**src/rtl/dsm_pkg.sv**
```systemverilog
`timescale 1ns/1ps
// Package: constants shared by the displaced-reference modulator blocks.
// Assumes a three-leg bridge; event counter sized for at most six events.
package dsm_pkg;
    localparam int NUM_LEGS = 3;
    localparam int EVT_W    = 3;
    localparam int MAX_EVTS = 2 * NUM_LEGS;

    typedef enum logic {
        DIR_UP   = 1'b1,
        DIR_DOWN = 1'b0
    } car_dir_e;
endpackage

```
**src/rtl/dsm_carrier.sv**
```systemverilog
`timescale 1ns/1ps
// Triangular carrier: counts 0 up to CAR_MAX and back down to 0.
// Assumes CAR_MAX >= 2 and fits in CAR_W bits. Flags the valley cycle.
module dsm_carrier #(
    parameter int CAR_W   = 8,
    parameter int CAR_MAX = 100
) (
    input  logic             clk,
    input  logic             rst_n,
    output logic [CAR_W-1:0] count,
    output logic             valley
);
    import dsm_pkg::*;

    localparam logic [CAR_W-1:0] TOP = CAR_W'(CAR_MAX);
    localparam logic [CAR_W-1:0] ONE = CAR_W'(1);

    car_dir_e dir_q;

    // Step the count and turn at the peak and at the valley.
    always_ff @(posedge clk) begin
        if (!rst_n) begin
            count <= '0;
            dir_q <= DIR_UP;
        end else if (dir_q == DIR_UP) begin
            count <= count + ONE;
            if (count + ONE == TOP) dir_q <= DIR_DOWN;
        end else begin
            count <= count - ONE;
            if (count - ONE == '0) dir_q <= DIR_UP;
        end
    end

    // Valley marker for reference capture and period accounting.
    always_comb valley = (count == '0);
endmodule

```
**src/rtl/dsm_leg.sv**
```systemverilog
`timescale 1ns/1ps
// One bridge leg: latches its phase reference at the valley, forms the
// raised and lowered references (clamped to 0..CAR_MAX), compares them
// with the carrier, and flags and edge-detects the gate overlap.
// Assumes the half displacement arrives already latched and signed.
module dsm_leg #(
    parameter int CAR_W   = 8,
    parameter int CAR_MAX = 100,
    parameter int DISP_W  = 9
) (
    input  logic                     clk,
    input  logic                     rst_n,
    input  logic                     load,
    input  logic [CAR_W-1:0]         ref_in,
    input  logic signed [DISP_W-1:0] half_disp,
    input  logic [CAR_W-1:0]         carrier,
    output logic                     gate_hi,
    output logic                     gate_lo,
    output logic                     overlap,
    output logic                     rise
);
    localparam int SW = ((CAR_W > DISP_W) ? CAR_W : DISP_W) + 2;
    localparam logic [CAR_W-1:0]  TOP   = CAR_W'(CAR_MAX);
    localparam logic signed [SW-1:0] TOP_S = SW'(CAR_MAX);

    logic [CAR_W-1:0]     ref_q;
    logic                 ov_prev_q;
    logic signed [SW-1:0] ref_s, half_s, hi_s, lo_s;
    logic [CAR_W-1:0]     hi_ref, lo_ref;

    // Capture the clamped phase reference only at the valley.
    always_ff @(posedge clk) begin
        if (!rst_n)    ref_q <= '0;
        else if (load) ref_q <= (ref_in > TOP) ? TOP : ref_in;
    end

    // Widen reference and half displacement to a common signed width.
    always_comb begin
        ref_s  = $signed({{(SW-CAR_W){1'b0}}, ref_q});
        half_s = SW'(half_disp);
        hi_s   = ref_s + half_s;
        lo_s   = ref_s - half_s;
    end

    // Clamp the raised reference into the carrier range.
    always_comb begin
        if (hi_s < 0)          hi_ref = '0;
        else if (hi_s > TOP_S) hi_ref = TOP;
        else                   hi_ref = hi_s[CAR_W-1:0];
    end

    // Clamp the lowered reference into the carrier range.
    always_comb begin
        if (lo_s < 0)          lo_ref = '0;
        else if (lo_s > TOP_S) lo_ref = TOP;
        else                   lo_ref = lo_s[CAR_W-1:0];
    end

    // Compare both references against the carrier.
    always_comb begin
        gate_hi = (hi_ref > carrier);
        gate_lo = (lo_ref < carrier);
        overlap = gate_hi & gate_lo;
        rise    = overlap & ~ov_prev_q;
    end

    // Remember last cycle's overlap for edge detection.
    always_ff @(posedge clk) begin
        if (!rst_n) ov_prev_q <= 1'b0;
        else        ov_prev_q <= overlap;
    end
endmodule

```
**src/rtl/dsm_event_count.sv**
```systemverilog
`timescale 1ns/1ps
// Counts overlap rising edges over all legs within one carrier period and
// presents the total of the finished period from the cycle after a valley.
// Assumes no overlap can rise in the valley cycle itself.
module dsm_event_count #(
    parameter int LEGS  = 3,
    parameter int CNT_W = 3
) (
    input  logic             clk,
    input  logic             rst_n,
    input  logic             valley,
    input  logic [LEGS-1:0]  rises,
    output logic [CNT_W-1:0] total
);
    logic [CNT_W-1:0] acc_q;

    // Accumulate during the period; hand over and clear at the valley.
    always_ff @(posedge clk) begin
        if (!rst_n) begin
            acc_q <= '0;
            total <= '0;
        end else if (valley) begin
            total <= acc_q;
            acc_q <= '0;
        end else begin
            acc_q <= acc_q + CNT_W'($countones(rises));
        end
    end
endmodule

```
**src/rtl/displaced_st_modulator.sv**
```systemverilog
`timescale 1ns/1ps
// Displaced-reference shoot-through modulator, top level.
// Drives each leg's upper and lower switch from references offset by a
// signed displacement so that their pulses overlap at every commutation.
// Assumes references and displacement are steady sources; they are only
// sampled at the carrier valley.
module displaced_st_modulator #(
    parameter int CAR_W   = 8,
    parameter int CAR_MAX = 100,
    parameter int DISP_W  = 9
) (
    input  logic                     clk,
    input  logic                     rst_n,
    input  logic [CAR_W-1:0]         ref_u,
    input  logic [CAR_W-1:0]         ref_v,
    input  logic [CAR_W-1:0]         ref_w,
    input  logic signed [DISP_W-1:0] disp,
    output logic [CAR_W-1:0]         carrier,
    output logic [2:0]               gate_hi,
    output logic [2:0]               gate_lo,
    output logic [2:0]               overlap,
    output logic [2:0]               event_count
);
    import dsm_pkg::*;

    logic                     valley;
    logic signed [DISP_W-1:0] disp_q;
    logic signed [DISP_W-1:0] half_disp;
    logic [CAR_W-1:0]         refs [NUM_LEGS];
    logic [NUM_LEGS-1:0]      rises;

    dsm_carrier #(.CAR_W(CAR_W), .CAR_MAX(CAR_MAX)) i_carrier (
        .clk(clk), .rst_n(rst_n), .count(carrier), .valley(valley)
    );

    // Capture the displacement only at the valley.
    always_ff @(posedge clk) begin
        if (!rst_n)      disp_q <= '0;
        else if (valley) disp_q <= disp;
    end

    // Half displacement, rounded toward minus infinity.
    always_comb half_disp = disp_q >>> 1;

    // Gather the phase references for the leg array.
    always_comb begin
        refs[0] = ref_u;
        refs[1] = ref_v;
        refs[2] = ref_w;
    end

    for (genvar g = 0; g < NUM_LEGS; g++) begin : g_leg
        dsm_leg #(.CAR_W(CAR_W), .CAR_MAX(CAR_MAX), .DISP_W(DISP_W)) i_leg (
            .clk(clk), .rst_n(rst_n), .load(valley), .ref_in(refs[g]),
            .half_disp(half_disp), .carrier(carrier),
            .gate_hi(gate_hi[g]), .gate_lo(gate_lo[g]),
            .overlap(overlap[g]), .rise(rises[g])
        );
    end

    dsm_event_count #(.LEGS(NUM_LEGS), .CNT_W(EVT_W)) i_events (
        .clk(clk), .rst_n(rst_n), .valley(valley), .rises(rises),
        .total(event_count)
    );
endmodule

```
**config.mk**
```make
export PLATFORM = sky130hd
export DESIGN_NAME = displaced_st_modulator
export DESIGN_NICKNAME = d
export VERILOG_FILES = /design/src/rtl/dsm_pkg.sv /design/src/rtl/dsm_carrier.sv /design/src/rtl/dsm_leg.sv /design/src/rtl/dsm_event_count.sv /design/src/rtl/displaced_st_modulator.sv
export SDC_FILE = /design/constraint.sdc
export NUM_CORES = 1
export LEC_CHECK = 0
export BUFFER_PORTS_ARGS = -buffer_cell sky130_fd_sc_hd__buf_2
export CAP_MARGIN = 20
export CORE_ASPECT_RATIO = 1.4
export CORE_MARGIN = 5
export CORE_UTILIZATION = 58
export CTS_CLUSTER_DIAMETER = 30
export DETAILED_ROUTE_END_ITERATION = 16
export GPL_TIMING_DRIVEN = 0
export PLACE_DENSITY = 0.8
export SLEW_MARGIN = 20
export SYNTH_ARGS = -nofsm -noshare
export SYNTH_HDL_FRONTEND = slang
export SYNTH_SLANG_ARGS = --single-unit
export TNS_END_PERCENT = 1
```
**constraint.sdc**
```tcl
create_clock -name clk -period 11.2 [get_ports clk]
set_clock_uncertainty 0.15 [all_clocks]
set_input_delay 0.56 -clock clk [delete_from_list [all_inputs] [get_ports clk]]
set_output_delay 0.56 -clock clk [all_outputs]
set_load 0.02 [all_outputs]
```
# After elaboration in Yosys (flattened, before gate mapping)

Index checks and enable logic that the tools add are counted.

$mul: 0
Equality and inequality tests: 1
Add/subtract/negate cells: 11
$lt $le $gt $ge: 21
Divide/modulo/power cells: 0
Bitwise logic cells: 10
Reduce and logical (&&, ||, !) cells: 3
Shift operators: 0
Muxes and demuxes: 19

Operator list:

| cell                                                                             | count |
|---|---|
| 8-bit two-way mux                                                                | 16 |
| 10-bit by 8-bit greater-than comparator with 1-bit output, second input constant | 6 |
| 10-bit by 1-bit < comparator with 1-bit output, second input constant            | 6 |
| 9-bit by 8-bit adder with 10-bit output                                          | 3 |
| 9-bit by 8-bit subtractor with 10-bit output                                     | 3 |
| 8-bit by 7-bit greater-than comparator with 1-bit output, second input constant  | 3 |
| 8-bit greater-than comparator                                                    | 3 |
| 8-bit < comparator                                                               | 3 |
| 8-bit logical NOT                                                                | 2 |
| 8-bit by 1-bit adder with 8-bit output, second input constant                    | 1 |
| 8-bit by 7-bit == test with 1-bit output, second input constant                  | 1 |
| 8-bit by 1-bit subtractor with 8-bit output, second input constant               | 1 |
| 1-bit bitwise AND                                                                | 6 |
| 1-bit inverter                                                                   | 4 |
| 3-bit by 1-bit adder with 3-bit output                                           | 1 |
| 3-bit adder                                                                      | 1 |
| 1-bit two-way mux                                                                | 3 |
| 1-bit by 1-bit adder with 2-bit output                                           | 1 |
| 2-bit OR reduction                                                               | 1 |

Output and inout port bits: 20
Memories: 0
Bits in latches: 0
ROM bits: 0
Bits of input ports: 35
Register bits after elaboration: 51
Logic and storage cells: 76
RAM bits: 0

# Depth between registers and ports, before layout

Depth after elaboration: 10
Mapped depth: 24
Mapped depth without buffers: 23

# Cells and area by module

From an unflattened synthesis, not the netlist that was laid out.

Cell total of the unflattened synthesis: 764
Area total of the unflattened synthesis: 6412.4 um^2

By module, submodules not included:

| module                   | area an instance (um^2) | cells each | times used | sequential area each (um^2) |
|---|---|---|---|---|
| dsm_leg (g_leg[2].i_leg) | 1784.2                  | 213        | 1          | 180.2 |
| dsm_leg (g_leg[0].i_leg) | 1783.0                  | 213        | 1          | 180.2 |
| dsm_leg (g_leg[1].i_leg) | 1677.9                  | 220        | 1          | 180.2 |
| dsm_carrier              | 603.1                   | 69         | 1          | 180.2 |
| displaced_st_modulator   | 301.5                   | 25         | 1          | 160.2 |
| dsm_event_count          | 262.8                   | 24         | 1          | 120.1 |

# Worst setup path after synthesis

OpenSTA, ideal clock, no wires.

Path type: register to register
Start: register disp_q[8]
End: register i_events.acc_q[2]
Slack: 5876 ps
Stages on the path, launching flop included: 24
Data required time: 10924 ps
Setup time: 126 ps
Data arrival time: 5048 ps
Path buffers: 3
Cell sequence: dfxtp_1 > clkbuf_1 > inv_1 > clkbuf_1 > ha_1 > clkbuf_1 > nand3_1 > a21oi_1 > mux2i_1 > or4_1 > o21ba_2 > ha_1 > a21o_1 > a21oi_1 > a21oi_1 > a211oi_1 > a31oi_1 > and3b_1 > ha_1 > inv_1 > fa_1 > fa_1 > xor2_1 > nor2_1

Longest elaborated chain between the ends: 10
Elaborated cells between the ends (all ways): 45
Classes of those cells: add/sub (9); order compare (18); mux (12); bitwise (6)

RTL lines:

| item                                                             | RTL line                     | RTL |
|---|---|---|
| from (decl)                                                      | displaced_st_modulator.sv:27 | `logic signed [DISP_W-1:0] disp_q;` |
| from (signal assigned)                                           | displaced_st_modulator.sv:39 | `else if (valley) disp_q <= disp;` |
| 9-bit by 8-bit adder with 10-bit output (*)                      | dsm_leg.sv:41                | `hi_s = ref_s + half_s;` |
| 10-bit by 8-bit greater-than comparator with 1-bit output        | dsm_leg.sv:48                | `else if (hi_s > TOP_S) hi_ref = TOP;` |
| 8-bit two-way mux                                                | dsm_leg.sv:48                |  |
| 8-bit two-way mux (*)                                            | dsm_leg.sv:47                | `if (hi_s < 0) hi_ref = '0;` |
| 8-bit greater-than comparator (*)                                | dsm_leg.sv:61                | `gate_hi = (hi_ref > carrier);` |
| net g_leg[1].i_leg.gate_hi                                       | dsm_leg.sv:17                | `output logic gate_hi,` |
| 1-bit bitwise AND (*)                                            | dsm_leg.sv:63                | `overlap = gate_hi & gate_lo;` |
| 1-bit bitwise AND (*)                                            | dsm_leg.sv:64                | `rise = overlap & ~ov_prev_q;` |
| 1-bit by 1-bit adder with 2-bit output (not written as such) (*) | dsm_event_count.sv:26        | `acc_q <= acc_q + CNT_W'($countones(rises));` |
| 3-bit by 1-bit adder with 3-bit output (not written as such) (*) | dsm_event_count.sv:26        |  |
| 3-bit adder (*)                                                  | dsm_event_count.sv:26        |  |
| to (signal assigned)                                             | dsm_event_count.sv:26        |  |
| to (decl)                                                        | dsm_event_count.sv:15        | `logic [CNT_W-1:0] acc_q;` |

The timed path passes the listed nets; every way through them passes the cells marked *.
A chain may end at the register's enable or synchronous reset.

# Worst setup path in the final report

Start: register disp_q[8]
End: register i_events.acc_q[2]

Longest elaborated chain between the ends: 10
Elaborated cells between the ends (all ways): 45
Classes of those cells: add/sub (9); order compare (18); mux (12); bitwise (6)

RTL lines:

| item                                                                                                    | RTL line |
|---|---|
| 9-bit by 8-bit adder with 10-bit output or 9-bit by 8-bit subtractor with 10-bit output (tied branches) | dsm_leg.sv:41, dsm_leg.sv:42 |
| 10-bit by 8-bit greater-than comparator with 1-bit output, on equally long branches                     | dsm_leg.sv:48, dsm_leg.sv:55 |
| 8-bit two-way mux, on equally long branches                                                             | dsm_leg.sv:48, dsm_leg.sv:55 |
| 8-bit two-way mux, on equally long branches                                                             | dsm_leg.sv:47, dsm_leg.sv:54 |
| 8-bit greater-than comparator or 8-bit < comparator (tied branches)                                     | dsm_leg.sv:61, dsm_leg.sv:62 |
| 1-bit bitwise AND                                                                                       | dsm_leg.sv:63 |
| 1-bit bitwise AND                                                                                       | dsm_leg.sv:64 |
| 1-bit by 1-bit adder with 2-bit output (not written as such)                                            | dsm_event_count.sv:26 |
| 3-bit by 1-bit adder with 3-bit output (not written as such) (*)                                        | dsm_event_count.sv:26 |
| 3-bit adder (*)                                                                                         | dsm_event_count.sv:26 |

Mark *: on every way between the ends. The rest lies on a longest branch, timed or not.

==> summary.txt <==
Die
  – Die Wd: 97.5 um
  – Die height: 132 um
  – Initial Util: 59.4%
  – Die area: 0.0129 mm2
  – Num ports: 55
  – Core Box Area: 0.0105 mm2
  – Core Rows: 44

STA
  – Setup repair after global routing missed its margin: no
  – Fin worst setup slack: 4930 ps
  – Slew margin rel.: 44.6%
  – Final Hold Fails: 0
  – Setup TNS: 0 ps
  – Final Max Tran Viols: 0
  – Shortest period the worst path allows: 6270 ps
  – Period utilisation layout: 56.0%
  – Maximum clock rate: 0.159 GHz
  – Final setup viols: 0
  – Slew @ Worst Pin: 819 ps

Power and ir drop
  – Switching Fraction: 43.5%
  – Clk network pwr share: 18.2%
  – PD cells: 145 mW/mm2
  – Leak pwr: 0.00299 uW
  – Flop pwr share: 21.6%
  – Net load switching power: 431 uW
  – Int Pwr: 559 uW
  – Final Total Pwr: 990 uW
  – Combinational share of power: 60.2%
  – VDD IR max: 0.0852 mV

Synthesis
  – Synth top area cells: ha_1, dfxtp_1, a21oi_1
  – Warnings from Yosys: 0
  – Synth unique cells: 81
  – Yosys top cell area share: 21.0%
  – Mean post-synth cell area: 7.73 um2
  – EDFF count, synth: 0
  – Mapped cell area: 0.00621 mm2
  – Sequential share of the synthesized area: 16.1%
  – Cell type with the largest total area after synthesis: ha_1
  – Synth Instances: 803
  – Ys flop type: dfxtp_1
  – Synth async-reset ratio: 0%
  – Yosys reg bits: 50

Run status
  – Status: complete, no violations

CTS
  – CTS Buf Count: 5
  – Max clock buf depth: 2
  – Root Buffer: clkbuf_16
  – # Post-CTS Setup Buffers: 0
  – CTS Hold Bufs: 0
  – CTS clk-pin slew, worst paths: 70 ps
  – CTS tree: built
  – Post-CTS Resized: 0
  – Clock sink count: 50
  – CTS HTree Levels: 2
  – Clk Latency, worst-skew pair: 300 ps

Worst hold path
  – Min-Delay Startpoint: i_events.total[2]$_SDFFE_PN0P_
  – Min-Delay Path Depth: 2
  – Hold Crit Endpoint: i_events.total[2]$_SDFFE_PN0P_
  – Hold Path Class: reg2reg

Critical path
  – Arrival time worst endpoint: 6280 ps
  – Crit. End Element: flip-flop
  – Reg2Reg Depth: 23
  – Worst setup SP type: flip-flop
  – WS Path Type: reg2reg
  – Worst r2r src: disp_q[8]$_SDFFE_PN0P_
  – Critical path data required time: 11210 ps
  – Max stage delay on crit path: 510 ps
  – Crit path max-delay cell type: dfxtp_1
  – Reg-to-reg critical path endpoint: i_events.acc_q[2]$_SDFF_PP0_
  – Critical path, cell by cell: clkbuf_1 > inv_1 > clkbuf_1 > ha_1 > clkbuf_1 > nor3b_1 > nand4_1 > a32oi_1 > and2_1 > ha_1 > nor2b_1 > o21a_1 > o21a_1 > o21ai_0 > a21oi_1 > o31ai_1 > nor4_1 > ha_1 > inv_1 > fa_1 > fa_1 > xor2_1 > nor2_1
  – Max FO, Critical Path: 15
  – Reg2reg setup slack: 4930 ps

Global route
  – Vias in the first global route: 5824
  – Global route overflow: 0
  – Largest net degree at the start of global routing: 16
  – Global Route Usage Sum: 25.4%
  – First-pass GRT wire length: 27.5 mm
  – Antenna violations before repair: 0

Drt
  – WL/cell: 16.9 um
  – First-pass iteration count of the detailed router: 5
  – Residual DRC: 0
  – Vias: 6153
  – Final ANT Viol Nets: 0
  – Vias per cell: 6.11
  – Routed wire length: 17.0 mm
  – Initial drt markers: 366

Place
  – Setup WS pre-CTS: 4990 ps
  – Gpl congestion: 0.997
  – Port bufs: 53
  – Inst Count DP: 999
  – Post-DP HPWL: 13.9 mm

Layout
  – Fin cells: 1007
  – FILL cells: 912
  – Final Net Count: 1015
  – Share of cells above drive strength 1: 11.6%
  – Total inserted antenna cells: 0
  – Layout area overhead: 10.0%

Flow run
  – Number of max-cap violations: 0
==> worst max-delay path by stage <==
stage | from | end | slack, ps | cells after the start
after floorplan | disp_q[8]$_SDFFE_PN0P_ | i_events.acc_q[2]$_SDFF_PP0_ | 5880 | 23
after global placement | disp_q[8]$_SDFFE_PN0P_ | i_events.acc_q[2]$_SDFF_PP0_ | 5110 | 23
after detailed placement | disp_q[8]$_SDFFE_PN0P_ | i_events.acc_q[2]$_SDFF_PP0_ | 4990 | 23
after CTS | disp_q[8]$_SDFFE_PN0P_ | i_events.acc_q[2]$_SDFF_PP0_ | 4940 | 23
after global routing | disp_q[8]$_SDFFE_PN0P_ | i_events.acc_q[2]$_SDFF_PP0_ | 4490 | 23
final | disp_q[8]$_SDFFE_PN0P_ | i_events.acc_q[2]$_SDFF_PP0_ | 4930 | 23
==> Yosys cell counts, types with 3 or more instances <==
cell / count
nor4_1: 11
o21ai_0: 39
fa_1: 8
a211o_1: 3
or2_2: 4
o21a_1: 15
nand2b_1: 18
ha_1: 104
a311oi_1: 3
clkbuf_1: 18
xnor2_1: 34
or4_1: 3
xor2_1: 11
nor3_1: 38
nor2_1: 77
dfxtp_1: 50
nor2b_1: 19
a21oi_1: 63
nand4_1: 7
o211ai_1: 4
o31ai_1: 4
a22o_1: 6
a211oi_1: 6
buf_2: 8
nand3_1: 14
o31a_1: 5
or3_1: 8
nand3b_1: 6
inv_1: 57
a31oi_1: 12
nand2_1: 50
nor3b_1: 5
and2_1: 5
o21bai_1: 5
a21o_1: 12
buf_4: 9
and3_1: 5
==> per-stage QoR <==
| step | utilization, % | hold WS, ps | area, um2 |
|---|---|---|---|
| final | 65.3 | 309 | 6830 |
| after global routing | 65.3 | 322 | 6830 |
| after CTS | 65.3 | 313 | 6830 |
| after detailed placement | 63.7 | 302 | 6670 |
| after global placement | 63.7 | 293 | 6670 |
| after floorplan | - | 282 | 6230 |
==> final cells by class <==
cell class	count	area, um2	share of cell area (%)
timing repair buffer	53	265	3.88
clock buffer	6	129	1.89
clock inverter	2	37.5	0.549
multi-input combinational	664	4830	70.7
tap	138	173	2.53
inverter	58	218	3.19
buffer	36	179	2.62
sequential	50	1000	14.6
==> flip-flops by register name, indices dropped and copies added (netlist names) <==
| signal | flops |
|---|---|
| g_leg.i_leg.ref_q | 24 |
| i_carrier.count | 8 |
| i_carrier.dir_q | 1 |
| g_leg.i_leg.ov_prev_q | 3 |
| i_events.total | 3 |
| i_events.acc_q | 3 |
| disp_q | 8 |
==> metal layers <==
| metal | vias to the layer above | track usage (%) | wire length [um] | part of all wire [%] |
|---|---|---|---|---|
| met5 | - | 0 | 0 | 0 |
| met4 | 0 | 10.7 | 635 | 3.7 |
| met3 | 51 | 4.00 | 1120 | 6.6 |
| met2 | 257 | 45.1 | 8410 | 49 |
| met1 | 2853 | 30.2 | 6820 | 40 |
| li1 | 2992 | - | - | - |
==> power groups by stage <==
stage	registers, uW	logic [uW]	clock network, uW
after floorplan	213	452	0
after global routing	216	661	189
final	214	595	180
after CTS	214	587	181
after global placement	217	554	0
after detailed placement	218	581	0
==> worst max-delay path, delay by kind of cell, from the launching register on <==
kind | cells | cell delay (ps)
adders and majority gates | 5 | 1760
AOI/OAI and AO/OA | 6 | 1330
buffers and inverters | 5 | 1260
and+or+nand+nor | 6 | 930
DFF | 1 | 510
xor gates and xnor gates | 1 | 150
==> logic make-up after synthesis <==
kind of cell | Yosys count | synth area share [%]
fa+ha+maj | 112 | 23.5
flops | 50 | 16.1
mux | 2 | 0.322
buf+inv | 94 | 6.39
xor+xnor | 45 | 6.35
compound gates | 217 | 24.2
simple gates | 282 | 23.1
other cells | 1 | 0.0604
==> placed cells by master (no fill, tap or decap), types with 9 or more instances in the layout <==
| cell type | synthesis | routed |
|---|---|---|
| o21a_1 | 15 | 15 |
| buf_4 | 9 | 9 |
| nor4_1 | 11 | 11 |
| nand2b_1 | 18 | 18 |
| nand3_1 | 14 | 14 |
| inv_1 | 57 | 57 |
| nor2_1 | 77 | 77 |
| clkbuf_1 | 18 | 19 |
| ha_1 | 104 | 104 |
| nand2_1 | 50 | 50 |
| dfxtp_1 | 50 | 50 |
| a31oi_1 | 12 | 12 |
| nor2b_1 | 19 | 19 |
| a21oi_1 | 63 | 63 |
| a21o_1 | 12 | 12 |
| buf_2 | 8 | 61 |
| o21ai_0 | 39 | 39 |
| xor2_1 | 11 | 11 |
| xnor2_1 | 34 | 34 |
| nor3_1 | 38 | 38 |
Power figures use the tool's default switching activity.
